**src/rtl/csl_pkg.sv**
```systemverilog
package csl_pkg;
    parameter int WORD_W    = 16;
    parameter int CSA_W     = 12;
    parameter int TAIL_W    = 4;
    parameter int REC_WORDS = 3;

    localparam int INST_W  = 2 * WORD_W + TAIL_W;
    localparam int WDATA_W = WORD_W + TAIL_W;
    localparam int IDX_W   = $clog2(REC_WORDS);
    localparam logic [CSA_W-1:0] TERM_ADDR = '1;

    typedef enum logic [2:0] {
        S_IDLE,
        S_FETCH,
        S_DECODE,
        S_WR_A,
        S_WR_B
    } state_t;

    typedef struct packed {
        logic [WORD_W-1:0] w2;
        logic [WORD_W-1:0] w1;
        logic [WORD_W-1:0] w0;
    } rec_t;

    function automatic logic [CSA_W-1:0] rec_addr(rec_t r);
        return r.w0[WORD_W-1 -: CSA_W];
    endfunction

    function automatic logic [TAIL_W-1:0] rec_tail(rec_t r);
        return r.w0[TAIL_W-1:0];
    endfunction

    function automatic logic rec_is_term(rec_t r);
        return rec_addr(r) == TERM_ADDR;
    endfunction
endpackage

```
**src/rtl/csl_ptr.sv**
```systemverilog
module csl_ptr #(
    parameter int AW = 16
) (
    input  logic          clk,
    input  logic          rst,
    input  logic          load,
    input  logic [AW-1:0] base,
    input  logic          inc,
    output logic [AW-1:0] ptr
);
    always_ff @(posedge clk) begin
        if (rst)       ptr <= '0;
        else if (load) ptr <= base;
        else if (inc)  ptr <= ptr + AW'(1);
    end
endmodule

```
**src/rtl/csl_asm.sv**
```systemverilog
module csl_asm
    import csl_pkg::*;
(
    input  logic              clk,
    input  logic              rst,
    input  logic              clr,
    input  logic              cap,
    input  logic [WORD_W-1:0] data,
    output logic              last,
    output rec_t              rec_o
);
    logic [IDX_W-1:0] idx;
    logic [REC_WORDS-1:0][WORD_W-1:0] words;

    assign last = (idx == IDX_W'(REC_WORDS - 1));

    always_ff @(posedge clk) begin
        if (rst || clr) idx <= '0;
        else if (cap)   idx <= last ? '0 : idx + IDX_W'(1);
    end

    for (genvar k = 0; k < REC_WORDS; k++) begin : g_word
        logic [WORD_W-1:0] q;
        always_ff @(posedge clk) begin
            if (rst)                            q <= '0;
            else if (cap && idx == IDX_W'(k))   q <= data;
        end
        assign words[k] = q;
    end

    assign rec_o = rec_t'(words);
endmodule

```
**src/rtl/csl_ctl.sv**
```systemverilog
module csl_ctl
    import csl_pkg::*;
(
    input  logic   clk,
    input  logic   rst,
    input  logic   start,
    input  logic   cont,
    input  logic   mem_valid,
    input  logic   last,
    input  logic   term,
    output state_t state,
    output logic   ptr_load,
    output logic   ptr_inc,
    output logic   asm_clr,
    output logic   asm_cap,
    output logic   res_clr,
    output logic   res_load
);
    state_t nxt;

    always_comb begin
        nxt      = state;
        ptr_load = 1'b0;
        ptr_inc  = 1'b0;
        asm_clr  = 1'b0;
        asm_cap  = 1'b0;
        res_clr  = 1'b0;
        res_load = 1'b0;
        unique case (state)
            S_IDLE: begin
                if (start) begin
                    ptr_load = 1'b1;
                    asm_clr  = 1'b1;
                    res_clr  = 1'b1;
                    nxt      = S_FETCH;
                end else if (cont) begin
                    asm_clr  = 1'b1;
                    nxt      = S_FETCH;
                end
            end
            S_FETCH: begin
                if (mem_valid) begin
                    asm_cap = 1'b1;
                    ptr_inc = 1'b1;
                    if (last) nxt = S_DECODE;
                end
            end
            S_DECODE: begin
                if (term) begin
                    res_load = 1'b1;
                    nxt      = S_IDLE;
                end else begin
                    nxt      = S_WR_A;
                end
            end
            S_WR_A:  nxt = S_WR_B;
            S_WR_B:  nxt = S_FETCH;
            default: nxt = S_IDLE;
        endcase
    end

    always_ff @(posedge clk) begin
        if (rst) state <= S_IDLE;
        else     state <= nxt;
    end
endmodule

```
**src/rtl/csload.sv**
```systemverilog
module csload
    import csl_pkg::*;
#(
    parameter int MEM_AW = 16
) (
    input  logic               clk,
    input  logic               rst,
    input  logic               start_i,
    input  logic               cont_i,
    input  logic [MEM_AW-1:0]  base_i,
    input  logic               nojump_i,
    output logic               mem_req_o,
    output logic [MEM_AW-1:0]  mem_addr_o,
    input  logic [WORD_W-1:0]  mem_rdata_i,
    input  logic               mem_valid_i,
    output logic [CSA_W-1:0]   cs_addr_o,
    output logic [WDATA_W-1:0] cs_wdata_o,
    output logic               cs_we_a_o,
    output logic               cs_we_b_o,
    output logic               done_o,
    output logic               jump_o,
    output logic [WORD_W-1:0]  start_addr_o,
    output logic [WORD_W-1:0]  checksum_o
);
    state_t state;
    rec_t   rec;
    logic   ptr_load, ptr_inc, asm_clr, asm_cap, res_clr, res_load, last;

    csl_ctl u_ctl (
        .clk       (clk),
        .rst       (rst),
        .start     (start_i),
        .cont      (cont_i),
        .mem_valid (mem_valid_i),
        .last      (last),
        .term      (rec_is_term(rec)),
        .state     (state),
        .ptr_load  (ptr_load),
        .ptr_inc   (ptr_inc),
        .asm_clr   (asm_clr),
        .asm_cap   (asm_cap),
        .res_clr   (res_clr),
        .res_load  (res_load)
    );

    csl_ptr #(.AW(MEM_AW)) u_ptr (
        .clk  (clk),
        .rst  (rst),
        .load (ptr_load),
        .base (base_i),
        .inc  (ptr_inc),
        .ptr  (mem_addr_o)
    );

    csl_asm u_asm (
        .clk   (clk),
        .rst   (rst),
        .clr   (asm_clr),
        .cap   (asm_cap),
        .data  (mem_rdata_i),
        .last  (last),
        .rec_o (rec)
    );

    assign mem_req_o  = (state == S_FETCH);
    assign cs_we_a_o  = (state == S_WR_A);
    assign cs_we_b_o  = (state == S_WR_B);
    assign cs_addr_o  = rec_addr(rec);
    assign cs_wdata_o = (state == S_WR_B) ? {{TAIL_W{1'b0}}, rec.w2}
                                          : {rec_tail(rec), rec.w1};

    always_ff @(posedge clk) begin
        if (rst) begin
            done_o       <= 1'b0;
            jump_o       <= 1'b0;
            start_addr_o <= '0;
            checksum_o   <= '0;
        end else begin
            done_o <= res_load;
            jump_o <= res_load & ~nojump_i;
            if (res_clr) begin
                start_addr_o <= '0;
                checksum_o   <= '0;
            end else if (res_load) begin
                start_addr_o <= rec.w1;
                checksum_o   <= rec.w2;
            end
        end
    end
endmodule

```
**config.mk**
```make
export PLATFORM = sky130hd
export DESIGN_NAME = csload
export DESIGN_NICKNAME = d
export VERILOG_FILES = /design/src/rtl/csl_pkg.sv /design/src/rtl/csl_ptr.sv /design/src/rtl/csl_asm.sv /design/src/rtl/csl_ctl.sv /design/src/rtl/csload.sv
export SDC_FILE = /design/constraint.sdc
export NUM_CORES = 1
export LEC_CHECK = 0
export BUFFER_PORTS_ARGS = -buffer_cell sky130_fd_sc_hd__buf_4
export CAP_MARGIN = 20
export CORE_UTILIZATION = 50
export DETAILED_ROUTE_END_ITERATION = 16
export GPL_TIMING_DRIVEN = 0
export PLACE_DENSITY_LB_ADDON = 0.25
export SYNTH_ARGS = -nofsm -noshare
export SYNTH_HDL_FRONTEND = slang
export SYNTH_HIERARCHICAL = 1
export SYNTH_SLANG_ARGS = --single-unit
```
**constraint.sdc**
```tcl
create_clock -name clk -period 2.6 [get_ports clk]
set_input_delay 0.52 -clock clk [delete_from_list [all_inputs] [get_ports clk]]
set_output_delay 0.52 -clock clk [all_outputs]
set_load 0.02 [all_outputs]
```
==> results of run 1 <==
==> per-layer routing <==
metal,part of all wire,vias to the layer above,GRT usage,wire length (um)
met5,0,-,0,0
met4,0.014,0,0.08152,164
met3,0.045,15,0.03688,517
met2,0.49,96,0.4002,5610
met1,0.45,1763,0.3067,5229
li1,-,1818,-,-
==> worst paths after layout <==
kind	startpoint	endpoint	slack, ns	depth (start not counted)
min	nojump_i	jump_o	0.30	2
min reg2reg	u_asm/g_word[0].q[1]	u_asm/g_word[0].q[1]	0.48	2
max	u_ctl/state[2]	cs_wdata_o[13]	0.16	4
max reg2reg	u_ctl/state[1]	u_ptr/ptr[12]	0.30	5
==> layout by cell type, fill, tap and decap left out, drive strengths merged, types with 10 or more instances in the layout <==
cell type and instances:
o21a 10, nor2 43, nand2b 66, a21oi 14, mux2i 84, clkbuf 23, mux2 16, buf 141
inv 16, dfxtp 103
==> power breakdown <==
group | leakage [nW] | switching [mW] | total (mW) | internal (mW)
clock | 0.0914 | 0.589 | 0.980 | 0.390
sequential | 0.835 | 0.0421 | 1.65 | 1.61
combinational | 1.72 | 0.172 | 0.332 | 0.159
total | 2.64 | 0.804 | 2.97 | 2.16
==> sequential cells by signal (all words and copies together) (netlist names) <==
signal / count
jump_o: 1
u_asm/g_word.q: 48
checksum_o: 16
u_ptr/ptr: 16
done_o: 1
u_ctl/state: 3
u_asm/idx: 2
start_addr_o: 16
==> worst reg2reg max path, delay by kind of cell, from the launching register on <==
kind | cells | cell delay, ns
buffers and inverters | 2 | 0.88
AND/OR/NAND/NOR | 2 | 0.72
flip-flops | 1 | 0.42
AO/OA/AOI/OAI | 1 | 0.23
==> through the flow <==
stage / util / hold slack, ns / worst slack [ns]
final: 0.6677 / 0.3005 / 0.1588
after detailed placement: 0.6464 / 0.4714 / 0.3953
after CTS: 0.6677 / 0.2885 / 0.1543
after global placement: 0.6464 / 0.4563 / 0.4776
after global routing: 0.6677 / 0.2750 / 0.07384
after floorplan: - / 0.4444 / 0.7236
==> area by class of cell <==
class / count / area (um^2) / area share
clock inverter: 6 / 52.55 / 0.008851
buffer: 32 / 207.7 / 0.03498
tap: 108 / 135.1 / 0.02276
sequential: 103 / 2062 / 0.3473
timing repair buffer: 122 / 915.9 / 0.1543
multi-input combinational: 309 / 2377 / 0.4004
clock buffer: 10 / 137.6 / 0.02318
inverter: 13 / 48.80 / 0.008219
==> logic make-up after synthesis <==
kind of cell             Yosys count  share of synthesized area
flip-flops                       103                     0.4391
XOR/XNOR                          14                    0.02611
AND/OR/NAND/NOR                  163                     0.2158
multiplexers                     100                     0.2174
adder cells (fa/ha/maj)            1                   0.002664
AO/OA/AOI/OAI                     31                    0.04423
buffers and inverters             45                    0.05462
==> flow_summary.ini, run 1 <==
[clock_tree]
htree_levels = 3
clk_pin_slew_ns = 0.10
clk-insertion-delay-late_ns = 0.37
clkSinkCount = 103
cts_resized = 0
cts_buffers = 9
cts_hold_buffers = 0
cts_buffer_depth = 2
cts-root-buf = clkbuf_8
cts_setup_buffers = 0
cts_tree = yes

[placed_design]
gp_congestion = 0.8340
numPortBuffers = 122
hpwlAfterDp_mm = 8.575
postPlaceCellArea_mm2 = 0.005747
dp.cells = 687

[logic_synthesis]
ys_ff_latch = 103
synth.avg_cell_area_um2 = 10.28
synth_most_common_cell = dfxtp_1
yosysUniqueCellTypes = 41
async_reset_ff_frac = 0
synth_flop_cell = dfxtp_1
synthCells = 457
synth_top_area_frac = 0.4391
synth_area_mm2 = 0.004696
synth_edf_count = 0
synth_area_leaders = dfxtp_1 44%, mux2i_1 18%, nand2b_1 8.8%
synth.largest_area_cell = dfxtp_1
yosys_warnings = 6
synth_common_cells = 103 x dfxtp_1, 84 x mux2i_1, 66 x nand2b_1
syn-num-nets = 496
ys_seq_area_frac = 0.4391

[drt]
wl_mm = 11.52
drt_iter0_drc = 122
drtPass1Iterations = 4
drc = 0
ant_nets = 0
post_drt_wl_per_cell_um = 16.39
via_per_inst = 5.252
via_count = 3692

[worst_setup_path]
crit_fanout = 10
path_cells = nor3b_4 > buf_6 > mux2_2 > buf_4
cp.arrival_ns = 1.92
setup.worst_path.end_class = output pin
path_delay_family = flip-flops
cp-start-kind = flop
slowest_stage = dfxtp_1
criticalPathCategory = reg -> out
path_buf_inv = 2
critical_path_required_ns = 2.08
worst_path_largest_cell_delay_ns = 0.49

[layout]
drive_gt1_frac = 0.3160
final_cells = 703
nNetsFinal = 629
final_area_mm2 = 0.005937
syn_to_final_growth_pct = 26.43
antennaDiodeCount = 0
fill_cells = 714

[pwr]
power.density_mw_per_mm2 = 499.5
peakVddDrop_mv = 0.2734
static-leakage-power_nw = 2.642
finalPower_mw = 2.966

[sta]
rsz0062_at_grt = false
setup_viol = 0
finalCritPeriodShare = 0.9389
drv_slew = 0
fmax_ghz = 0.4096
worst_slew_pin_slew_ns = 0.5437
relSlewSlack = 0.6375
hold_viol = 0
setup-tns-final_ns = 0
finClkSkew_ns = 0.01599
period_needed_ns = 2.441

[global_route]
grt_max_degree = 19
grt_pass1_wl_mm = 17.89
grt_pass1_vias = 3591
globalRouteOverflowTotal = 0
antenna_found_initial = 0
grtUsageTotal = 0.2364

[run_status]
run_status = completed

[floorplan]
die-area_mm2 = 0.009783
start_util = 0.5281
pin_count = 123
die_height_um = 98.91
fp.dieW_um = 98.91
row_count = 34
core_mm2 = 0.008891

[run]
maxCapViolations = 0

[hold_path]
hold_path_class = in -> reg
(Power assumes the default switching activity.)
==> inputs of run 2 (changes only) <==
--- a/config.mk
+++ b/config.mk
@@ -6,10 +6,10 @@
 export NUM_CORES = 1
 export LEC_CHECK = 0
 export BUFFER_PORTS_ARGS = -buffer_cell sky130_fd_sc_hd__buf_4
-export CAP_MARGIN = 20
 export CORE_UTILIZATION = 50
 export DETAILED_ROUTE_END_ITERATION = 16
 export GPL_TIMING_DRIVEN = 0
+export MAX_ROUTING_LAYER = met4
 export PLACE_DENSITY_LB_ADDON = 0.25
 export SYNTH_ARGS = -nofsm -noshare
 export SYNTH_HDL_FRONTEND = slang
==> run 2 against run 1 <==
Net effect:
- die area stayed put
- sequential cell count unchanged
- utilization unchanged
==> flow_summary.ini, run 2 (synthesis results as in run 1) <==
[run_status]
run_status = completed

[floorplan]
fp.dieW_um = 98.91
core_mm2 = 0.008891
row_count = 34
start_util = 0.5281
pin_count = 123
die_height_um = 98.91
die-area_mm2 = 0.009783

[worst_setup_path]
cp-start-kind = flop
setup.worst_path.end_class = output pin
criticalPathCategory = reg -> out
crit_fanout = 10
r2r-end = u_ptr/ptr[12]
r2r-start = u_ctl/state[1]
critical_path_required_ns = 2.08
cp.arrival_ns = 1.93
reg2reg_depth = 5
regToRegSetupSlack_ns = 0.30

[sta]
finalCritPeriodShare = 0.9415
worst_slew_pin_slew_ns = 0.5345
period_needed_ns = 2.448
setup-tns-final_ns = 0
setup_viol = 0
finClkSkew_ns = 0.01701
relSlewSlack = 0.6437
rsz0062_at_grt = false
drv_slew = 0
fmax_ghz = 0.4085
hold_viol = 0

[layout]
regArea_mm2 = 0.002062
largest_reg_flops = 48
final_cell_mix = 129 x buf_4, 103 x dfxtp_1, 84 x mux2i_1
drive_gt1_frac = 0.3160
nNetsFinal = 629
fin_util = 0.6677
top_register = u_asm/g_word.q
final_common_cell = buf_4
fill_cells = 714
syn_to_final_growth_pct = 26.43
multi_input_area_mm2 = 0.002377
antennaDiodeCount = 0

[drt]
wl_mm = 11.57
drc = 0
via_count = 3691
drt_iter0_drc = 122
ant_nets = 0
drtPass1Iterations = 4
via_per_inst = 5.250
post_drt_wl_per_cell_um = 16.46

[clock_tree]
cts_resized = 0
cts_buffer_depth = 2
cts-root-buf = clkbuf_8
clk_pin_slew_ns = 0.10
cts_buffers = 9
cts_hold_buffers = 0
clk-insertion-delay-late_ns = 0.37
htree_levels = 3
cts_tree = yes
cts_setup_buffers = 0
clkSinkCount = 103

[placed_design]
hpwlAfterDp_mm = 8.575
numPortBuffers = 122
gp_congestion = 0.8469

[global_route]
grt_pass1_vias = 3595
grt_pass1_wl_mm = 17.87
globalRouteOverflowTotal = 0
grt_max_degree = 19
antenna_found_initial = 0
grtUsageTotal = 0.2435

[pwr]
power.density_mw_per_mm2 = 499.5
peakVddDrop_mv = 0.2734
static-leakage-power_nw = 2.642

[hold_path]
hold_path_depth = 2
hold-path-endpoint = jump_o
hold_path_class = in -> reg
hp-start = nojump_i

[run]
maxCapViolations = 0
run 2: cell counts in the layout (fill, tap and decap cells not counted):
Identical to the previous run, type by type.
run 2: worst max-delay path by stage:
stage                    from  slack (ns)  depth (start not counted)              to
2_1_floorplan  u_ctl/state[1]        0.72                          9   u_ptr/ptr[12]
3_3_place_gp   u_ctl/state[1]        0.48                          5   u_ptr/ptr[15]
3_5_place_dp   u_ctl/state[1]        0.40                          5   u_ptr/ptr[12]
4_1_cts        u_ctl/state[2]        0.15                          4  cs_wdata_o[13]
5_1_grt        u_ctl/state[2]        0.07                          4  cs_wdata_o[13]
6_report       u_ctl/state[2]        0.15                          4  cs_wdata_o[13]
run 2: area by class of cell:
type | count | share of cell area
buffer | 32 | 0.03498
sequential | 103 | 0.3473
clock buffer | 10 | 0.02318
clock inverter | 6 | 0.008851
timing repair buffer | 122 | 0.1543
tap | 108 | 0.02276
inverter | 13 | 0.008219
multi-input combinational | 309 | 0.4004
run 2: layer usage:
layer  vias to the layer above  part of all wire  track usage
met1                      1766              0.46       0.3084
met2                        92              0.49       0.4008
li1                       1819                 -            -
met5                         -                 0            -
met3                        14             0.043      0.03262
met4                         0             0.010      0.08152
run 2: stage by stage:
step	cells	area (um^2)	total power [mW]	hold slack, ns	setup slack [ns]
after floorplan	457	4696	1.874	0.4444	0.7236
after global placement	687	5747	2.011	0.4563	0.4776
after detailed placement	687	5747	2.021	0.4714	0.3953
after CTS	703	5937	2.979	0.2885	0.1543
after global routing	703	5937	3.069	0.2750	0.07411
final	703	5937	2.965	0.2988	0.1521
run 2: worst max-delay path: stages (launching register included):
cell and delay [ns]:
dfxtp_1 0.50, nor3b_4 0.33, buf_6 0.21, mux2_2 0.37, buf_4 0.16
run 2: where the power goes:
| group | leakage, nW | switching, mW | internal, mW |
|---|---|---|---|
| clock network | 0.0914 | 0.589 | 0.390 |
| registers | 0.835 | 0.0420 | 1.61 |
| logic | 1.72 | 0.173 | 0.160 |
| total | 2.64 | 0.804 | 2.16 |
==> inputs of run 3 (changes only) <==
--- a/config.mk
+++ b/config.mk
@@ -5,12 +5,14 @@
 export SDC_FILE = /design/constraint.sdc
 export NUM_CORES = 1
 export LEC_CHECK = 0
+export ABC_AREA = 0
 export BUFFER_PORTS_ARGS = -buffer_cell sky130_fd_sc_hd__buf_4
 export CORE_UTILIZATION = 50
 export DETAILED_ROUTE_END_ITERATION = 16
 export GPL_TIMING_DRIVEN = 0
 export MAX_ROUTING_LAYER = met4
 export PLACE_DENSITY_LB_ADDON = 0.25
+export REMOVE_ABC_BUFFERS = 1
 export SYNTH_ARGS = -nofsm -noshare
 export SYNTH_HDL_FRONTEND = slang
 export SYNTH_HIERARCHICAL = 1
==> run 3 against run 2 <==
Net effect:
- register-to-register slack worse by 0.07 ns
- utilization down 1.0 points
- non-clock buffer count down 25
- first-iteration DRC count down 28%
- maximum frequency up 1.9%
- critical path depth unchanged
- largest cell class unchanged
- highest routed layer unchanged
==> flow_summary.ini, run 3 (synthesis results as in run 1) <==
[run_status]
run_status = completed

[floorplan]
start_util = 0.5281
pin_count = 123
core_mm2 = 0.008891
die-area_mm2 = 0.009783
die_height_um = 98.91
row_count = 34
fp.dieW_um = 98.91

[layout]
drive_gt1_frac = 0.3135
fill_cells = 713
antennaDiodeCount = 0
final_common_cell = buf_4
top_register = u_asm/g_word.q
final_cell_mix = 128 x buf_4, 103 x dfxtp_1, 84 x mux2i_1
syn_to_final_growth_pct = 24.54
largest_reg_flops = 48
final_cells = 679
nNetsFinal = 605

[sta]
fmax_ghz = 0.4163
finalCritPeriodShare = 0.9239
relSlewSlack = 0.3290
hold_viol = 0
setup_viol = 0
drv_slew = 0
worst_slew_pin_slew_ns = 1.006
period_needed_ns = 2.402
rsz0062_at_grt = false
finClkSkew_ns = 0.01140
setup-tns-final_ns = 0

[worst_setup_path]
slowest_stage = dfxtp_1
cp.arrival_ns = 1.88
r2r-end = u_asm/g_word[1].q[7]
setup.worst_path.end_class = output pin
path_cells = nor3b_4 > buf_12 > mux2_2 > buf_4
r2r-start = u_ctl/state[0]
worst_path_largest_cell_delay_ns = 0.54
path_buf_inv = 2
critical_path_required_ns = 2.08
crit_fanout = 11
worst-path-stages = 4
criticalPathCategory = reg -> out
cp-start-kind = flop
path_delay_family = flip-flops
reg2reg_depth = 3
regToRegSetupSlack_ns = 0.23

[drt]
drtPass1Iterations = 4
post_drt_wl_per_cell_um = 15.22
wl_mm = 10.34
drc = 0
drt_iter0_drc = 88
ant_nets = 0
via_per_inst = 5.196
via_count = 3528

[pwr]
p_comb_frac = 0.099
peakVddDrop_mv = 0.3604
p_int_mw = 2.284
power_frac_clock = 0.354
p_sw_mw = 0.7435
power.density_mw_per_mm2 = 517.7
switching_share = 0.2456
seq_power_share = 0.547
static-leakage-power_nw = 2.590

[clock_tree]
cts_tree = yes
cts-root-buf = clkbuf_8
cts_buffers = 9
htree_levels = 3
clk_pin_slew_ns = 0.10
clkSinkCount = 103
cts_buffer_depth = 2
clk-insertion-delay-late_ns = 0.36

[placed_design]
hpwlAfterDp_mm = 6.609
dp.cells = 655
numPortBuffers = 122
gp_congestion = 0.7799

[global_route]
globalRouteOverflowTotal = 0
grt_pass1_wl_mm = 16.18
antenna_found_initial = 0
grt_max_degree = 88
grtUsageTotal = 0.2167
grt_pass1_vias = 3330

[run]
maxCapViolations = 0

[hold_path]
hold-path-endpoint = jump_o
hold_path_class = in -> reg
hold_path_depth = 2
hp-start = nojump_i
[run 3: cell types whose count changed in the layout (fill, tap and decap cells not counted), moves of 2 or more]
cell | before | now
buf_2 | 6 | 0
clkinvlp_4 | 2 | 0
buf_6 | 5 | 0
clkbuf_8 | 10 | 12
clkbuf_1 | 13 | 0
inv_6 | 2 | 0
[run 3: per-layer routing]
| layer | part of all wire | global-route usage |
|---|---|---|
| met3 | 0.049 | 0.04965 |
| met1 | 0.46 | 0.2653 |
| met4 | 0.010 | 0.07003 |
| met2 | 0.48 | 0.3534 |
| met5 | 0 | - |
[run 3: worst reg2reg max path: cells and delay by family, from the launching register on]
family / cells / cell delay (ns)
mux: 1 / 0.30
flops: 1 / 0.64
simple gates: 2 / 1.34
[run 3: final cells by class]
type                       count  area, um^2  share of cell area
clock inverter                 4       52.55            0.008986
tap                          108       135.1             0.02311
inverter                      13       48.80            0.008344
multi-input combinational    310        2404              0.4110
sequential                   103        2062              0.3526
clock buffer                  12       165.2             0.02824
timing repair buffer         129       980.9              0.1677
[run 3: worst max-delay path by stage]
stage | startpoint | end | slack [ns]
floorplan | u_ctl/state[1] | checksum_o[0] | 0.29
global placement | u_ctl/state[1] | start_addr_o[11] | -0.44
finish | u_ctl/state[2] | cs_wdata_o[13] | 0.20
CTS | u_ctl/state[0] | u_asm/g_word[2].q[11] | 0.03
detailed placement | u_ctl/state[1] | checksum_o[2] | -0.55
global route | u_ctl/state[0] | u_asm/g_word[1].q[7] | 0.08
[run 3: stage by stage]
stage / hold slack (ns) / total power [mW] / worst slack [ns] / area [um^2] / util
CTS: 0.2868 / 3.051 / 0.03363 / 5831 / 0.6558
finish: 0.2966 / 3.028 / 0.1979 / 5848 / 0.6578
global route: 0.2763 / 3.142 / 0.08433 / 5848 / 0.6578
floorplan: 0.4435 / 1.847 / 0.2862 / 4488 / -
detailed placement: 0.4661 / 1.992 / -0.5504 / 5539 / 0.6230
global placement: 0.4609 / 1.985 / -0.4363 / 5539 / 0.6230
[run 3: power groups by stage]
stage | Combinational (mW) | Clock, mW | Sequential (mW)
2_1_floorplan | 0.132 | 0 | 1.71
6_report | 0.301 | 1.07 | 1.65
5_1_grt | 0.326 | 1.15 | 1.66
4_1_cts | 0.304 | 1.09 | 1.65
3_3_place_gp | 0.297 | 0 | 1.69
3_5_place_dp | 0.302 | 0 | 1.69
[run 3: repair_timing]
action                     4_1_cts  5_1_grt
cloned                           1        0
pin swaps                        0        1
gates resized for setup          4        1
hold buffers                     0        0
setup endpoints to repair       53       18
buffers inserted                 5        2
